===== src/rtl/serial_slot_formatter.sv =====
module serial_slot_formatter #(
  parameter int SRC_W = 24,
  parameter int SLOTS = 7,
  parameter int CFG_W = 32
) (
  input  logic             clk,
  input  logic             rst_n,
  input  logic [CFG_W-1:0] cfg_lo,
  input  logic [CFG_W-1:0] cfg_hi,
  input  logic             smp_stb,
  input  logic [SRC_W-1:0] i1_in,
  input  logic [SRC_W-1:0] q1_in,
  input  logic [SRC_W-1:0] mag_in,
  input  logic [SRC_W-1:0] phs_in,
  input  logic [SRC_W-1:0] i2_in,
  input  logic [SRC_W-1:0] q2_in,
  input  logic [SRC_W-1:0] agc_in,
  output logic             sd_out,
  output logic             sd_valid,
  output logic             sd_sync,
  output logic             cfg_err
);
  localparam int WORD_W = 32;
  localparam int SLOT_W = $clog2(SLOTS + 1);
  localparam int CNT_W  = $clog2(WORD_W);
  localparam int LEN_W  = CNT_W + 1;
  localparam logic [SLOT_W-1:0] IDLE = SLOT_W'(SLOTS);

  logic [2*CFG_W-1:0] cfg_all;
  logic [SRC_W-1:0]   samp [1:7];
  logic [SLOT_W-1:0]  slot;
  logic [CNT_W-1:0]   bitc;
  logic [7:0]         d;
  logic [LEN_W-1:0]   len;
  logic [SRC_W-1:0]   sel;
  logic [WORD_W-1:0]  word;
  logic               en, last_bit;

  function automatic logic [LEN_W-1:0] code_len(input logic [3:0] c);
    case (c)
      4'd0: return LEN_W'(1);
      4'd1: return LEN_W'(4);
      4'd2: return LEN_W'(6);
      4'd3: return LEN_W'(8);
      4'd4: return LEN_W'(10);
      4'd5: return LEN_W'(12);
      4'd6: return LEN_W'(16);
      4'd7: return LEN_W'(20);
      4'd8: return LEN_W'(24);
      4'd9: return LEN_W'(32);
      default: return '0;
    endcase
  endfunction

  function automatic logic [WORD_W-1:0] fmt(input logic signed [SRC_W-1:0] v,
                                            input logic [LEN_W-1:0] wl);
    logic signed [SRC_W:0] s, q, hi, lo;
    int w;
    w = int'(wl);
    if (w >= SRC_W) return WORD_W'($unsigned(v)) << (WORD_W - SRC_W);
    s  = {v[SRC_W-1], v} + ((SRC_W+1)'(1) << (SRC_W - 1 - w));
    q  = s >>> (SRC_W - w);
    hi = ((SRC_W+1)'(1) << (w - 1)) - (SRC_W+1)'(1);
    lo = ~hi;
    if (q > hi) q = hi;
    else if (q < lo) q = lo;
    return WORD_W'(q) << (WORD_W - w);
  endfunction

  assign cfg_all  = {cfg_hi, cfg_lo};
  assign d        = (slot != IDLE) ? cfg_all[{slot, 3'b000} +: 8] : 8'h00;
  assign len      = code_len(d[6:3]);
  assign en       = (slot != IDLE) && (d != 8'h00) && (len != '0);
  assign sel      = (d[2:0] == 3'd0) ? '0 : samp[d[2:0]];
  assign word     = fmt(sel, len);
  assign last_bit = (bitc == CNT_W'(len - LEN_W'(1)));

  assign sd_valid = en;
  assign sd_out   = en & word[WORD_W - 1 - int'(bitc)];
  assign sd_sync  = en & (bitc == '0) & d[7];

  always_ff @(posedge clk or negedge rst_n) begin
    if (!rst_n) begin
      slot    <= IDLE;
      bitc    <= '0;
      cfg_err <= 1'b0;
      for (int k = 1; k <= 7; k++) samp[k] <= '0;
    end else begin
      if (slot != IDLE && d != 8'h00 && len == '0) cfg_err <= 1'b1;
      if (smp_stb) begin
        samp[1] <= i1_in;
        samp[2] <= q1_in;
        samp[3] <= mag_in;
        samp[4] <= phs_in;
        samp[5] <= i2_in;
        samp[6] <= q2_in;
        samp[7] <= agc_in;
        slot    <= '0;
        bitc    <= '0;
      end else if (slot != IDLE) begin
        if (!en || last_bit) begin
          slot <= slot + SLOT_W'(1);
          bitc <= '0;
        end else begin
          bitc <= bitc + CNT_W'(1);
        end
      end
    end
  end

  p_restart_r9: assert property (@(posedge clk) disable iff (!rst_n)
    smp_stb |=> (slot == '0 && bitc == '0));

  p_err_sticky_r10: assert property (@(posedge clk) disable iff (!rst_n)
    cfg_err |=> cfg_err);

  p_idle_hold_r11: assert property (@(posedge clk) disable iff (!rst_n)
    (slot == IDLE && !smp_stb) |=> (slot == IDLE && !sd_valid && !sd_sync));

  p_bit_step_r12: assert property (@(posedge clk) disable iff (!rst_n)
    (!smp_stb && en && !last_bit) |=> (bitc == $past(bitc) + CNT_W'(1) && $stable(slot)));

  p_empty_one_clk_r7: assert property (@(posedge clk) disable iff (!rst_n)
    (!smp_stb && slot != IDLE && d == 8'h00) |=> (slot == $past(slot) + SLOT_W'(1) && bitc == '0));
endmodule


===== config.mk =====
export PLATFORM = sky130hd
export DESIGN_NAME = serial_slot_formatter
export DESIGN_NICKNAME = d
export VERILOG_FILES = /design/src/rtl/serial_slot_formatter.sv
export SDC_FILE = /design/constraint.sdc
export NUM_CORES = 1
export LEC_CHECK = 0
export BUFFER_PORTS_ARGS = -buffer_cell sky130_fd_sc_hd__buf_2
export CELL_PAD_IN_SITES_DETAIL_PLACEMENT = 1
export CELL_PAD_IN_SITES_GLOBAL_PLACEMENT = 2
export CORE_MARGIN = 1
export CORE_UTILIZATION = 35
export DETAILED_ROUTE_END_ITERATION = 12
export GPL_TIMING_DRIVEN = 1
export PLACE_DENSITY_LB_ADDON = 0.25
export SYNTH_ARGS = -nofsm -noshare
export SYNTH_HDL_FRONTEND = slang
export SYNTH_SLANG_ARGS = --single-unit

===== constraint.sdc =====
create_clock -name clk -period 24.8 [get_ports clk]
set_clock_uncertainty 0.1 [all_clocks]
set_input_delay 1.24 -clock clk [delete_from_list [all_inputs] [get_ports clk]]
set_output_delay 1.24 -clock clk [all_outputs]
set_load 0.02 [all_outputs]

==> out/results.txt <==
adder and majority gate portion of the synthesized area -> 0.06279
final core utilization -> 0.4019
sequential area share after synthesis -> 0.2483
die height -> 227.9 um
drt initial violations -> 1695
ratio of final minimum period to clock period -> 0.6781
warning count from the yosys run -> 0
DIE WIDTH -> 227.9 um
source-to-sink clock delay at the later pin of the worst-skew pair -> 0.45 ns
simple-gate area share of the yosys netlist -> 0.1952
# Post-CTS Setup Buffers -> 0
min-delay worst type -> reg -> reg
number of hold violations in the final report -> 0
clk buf depth -> 2
cell area after synthesis -> 17850 sq um
cell count of the worst reg-to-reg path -> 19
fraction of final layout cells with drive strength greater than 1 -> 0.2586
count of cells resized by post-cts repair -> 0
leading cell types in the layout, fill and taps excluded -> 267 x nand2_1, 236 x buf_2, 191 x a21oi_1, 179 x mux2_2, 174 x dfrtp_1
Core Rows -> 82
Core Box Area -> 50270 sq um
first-pass GRT wire length -> 121600 um
area fraction in compound gates after synthesis -> 0.2589
proportion of register bits with asynchronous set or reset after synthesis -> 1.000
post-detailed-route DRC marker count -> 0
remaining global-route overflow -> 0
main combinational cell family by area after synthesis -> compound AO/OA/AOI/OAI gates
via count of the first global-routing pass -> 19400
TritonCTS Buffers -> 17
final-report max-slew violation count -> 0
mux cell area share after synthesis -> 0.1733
cell count after synthesis -> 2142
area of the die -> 51920 sq um
Worst path depth -> 41
area leader, netlist -> dfrtp_1
clock-pin slew of the registers on the worst-case setup and hold paths -> 0.08 ns
setup violation total in the final timing report -> 0
Hold Path Depth -> 1
top area cells in the synthesized netlist -> dfrtp_1 24%, mux2_2 11%, ha_1 6.2%
slowest CP cell -> dfstp_2
top-level I/O count -> 239
pin count of the biggest net entering global routing -> 76
number of clock sinks -> 177
post-synthesis share of cell area spent on xor and xnor gates -> 0.01170
final wirelength -> 80190 um
post-route ant nets -> 0
number of vias in the routed layout -> 18670
area share of the largest cell type after synthesis -> 0.2439
crit path kind -> reg -> out
slew margin rel. -> 0.1460
slew of the pin with the lowest slew margin -> 1.249 ns
highest achievable clock rate -> 0.05946 GHz
TritonCTS clock tree -> built
critical path required time -> 23.46 ns
effective utilization at floorplan -> 0.3551
count of maximum capacitance violations -> 0
Detailed Place HPWL -> 62100 um
Final nets -> 2627
setup repair after global routing missed its margin -> false
Port Buffers -> 238
syn avg cell area -> 8.335 sq um
critical path data arrival time -> 15.48 ns
hold_buf cts -> 0
number of filler cells placed in the layout -> 6102
predominant post-synthesis flop cell -> dfrtp_1
Worst path max stage delay -> 1.11 ns
synthesis-to-finish area growth -> 13.16%
worst path bufs/invs -> 3
initial antenna violation count -> 23
post-synthesis register bit count -> 177
global-route usage over all layers -> 0.3043
library cells used by synthesis -> 115
time the worst path needs with I/O delays and setup -> 16.82 ns
cell at the root of the clock tree -> clkbuf_16
weighted congestion reported at the end of routability-driven placement -> 0.9931
crit-path most repeated cell -> ha_1
gate family responsible for the most delay along the worst path -> simple AND/OR/NAND/NOR gates
summed negative setup slack over all endpoints -> 0 ns
CP max FO -> 36
Initial DRT Pass Iterations -> 7
nature of the critical path endpoint -> primary output
run status -> complete, no violations
average wire length per cell after detail routing -> 26.74 um
Post-synth EDFFs -> 0
leading cell type in the layout, fill and taps excluded -> nand2_1
via-per-instance ratio -> 6.224
sort of element at the start of the critical path -> register
H-tree level count -> 4
cell families (layout without fill, tap and decap cells):
| family | Yosys count | in the layout |
|---|---|---|
| and+or+nand+nor | 729 | 729 |
| AOI/OAI and AO/OA | 663 | 663 |
| muxes | 254 | 254 |
| buffers and inverters | 206 | 377 |
| DFF | 177 | 177 |
| adders and majority gates | 89 | 89 |
| xor gates and xnor gates | 23 | 23 |
| other | 1 | 15 |
final timing paths:
path / slack [ns] / from / end
worst max-delay path: 7.98 / slot[0]$_DFFE_PN1P_ / sd_out
min in group asynchronous: 0.64 / rst_n / samp[67]$_DFFE_PN0P_
worst min-delay path: 0.41 / samp[129]$_DFFE_PN0P_ / samp[129]$_DFFE_PN0P_
worst min register to register: 0.41 / samp[129]$_DFFE_PN0P_ / samp[129]$_DFFE_PN0P_
worst max register to register: 16.79 / slot[0]$_DFFE_PN1P_ / slot[0]$_DFFE_PN1P_
max in group asynchronous: 21.94 / rst_n / samp[131]$_DFFE_PN0P_
worst reg2reg max path: cells and delay by family, from the launching register on:
kind                       cells  cell delay [ns]
and+or+nand+nor                6             1.87
buffers and inverters          7             2.40
muxes                          1             0.41
AOI/OAI and AO/OA              1             0.52
adders and majority gates      3             1.26
xor gates and xnor gates       1             0.26
DFF                            1             1.11
final cells by class:
| class | count | area [sq um] | area share |
|---|---|---|---|
| Sequential cell | 177 | 4433 | 0.2194 |
| Clock buffer | 19 | 432.9 | 0.02143 |
| Inverter | 69 | 264.0 | 0.01307 |
| Timing Repair Buffer | 276 | 1489 | 0.07370 |
| Tap cell | 672 | 840.8 | 0.04162 |
| Clock inverter | 13 | 128.9 | 0.006379 |
| Multi-Input combinational cell | 1762 | 12590 | 0.6230 |
| Antenna cell | 11 | 27.53 | 0.001362 |
per-stage QoR:
stage | instances | hold slack, ns | setup slack (ns) | cell area (sq um)
finish | 2999 | 0.4074 | 7.983 | 20200
global route | 2995 | 0.4231 | 6.989 | 20190
CTS | 2988 | 0.4114 | 8.184 | 20180
detailed placement | 2956 | 0.3959 | 8.707 | 19610
global placement | 2956 | 0.3894 | 9.110 | 19610
floorplan | 2145 | 0.3803 | 12.65 | 17860
per-layer routing:
layer,up-vias,track usage,routed length (um)
met2,691,0.4972,37250
met5,-,0,139
met4,22,0.09522,2178
met1,9415,0.4010,34990
li1,8404,-,-
met3,135,0.06263,5633
registers in the layout, summed over array words and instances, names as in the netlist:
register and flops:
bitc 5, cfg_err 1, samp 168, slot 3
cells in the mapped netlist, types with 11 or more instances:
library cell and n:
o21ai_1 16, inv_1 55, nand3_1 94, o211a_1 12
nand2_1 269, xnor2_1 16, a31oi_1 23, nor3_1 52
buf_2 16, and3_1 15, clkbuf_1 97, nand2b_1 15
dfrtp_1 174, mux2_2 179, o31ai_1 23, and2_1 16
or2_2 15, nor4_1 22, mux4_2 23, o211ai_1 34
o21a_1 24, mux2i_1 43, nor2_1 138, a21oi_1 192
a211oi_1 25, or3_1 16, o21ai_0 81, o221ai_1 11
nand4_1 24, buf_1 11, ha_1 88, a21o_1 28
a2111oi_0 14, a221oi_1 17
Power is not shown: default switching activity piles up to over one toggle a cycle in this logic, so the estimate is an artifact.
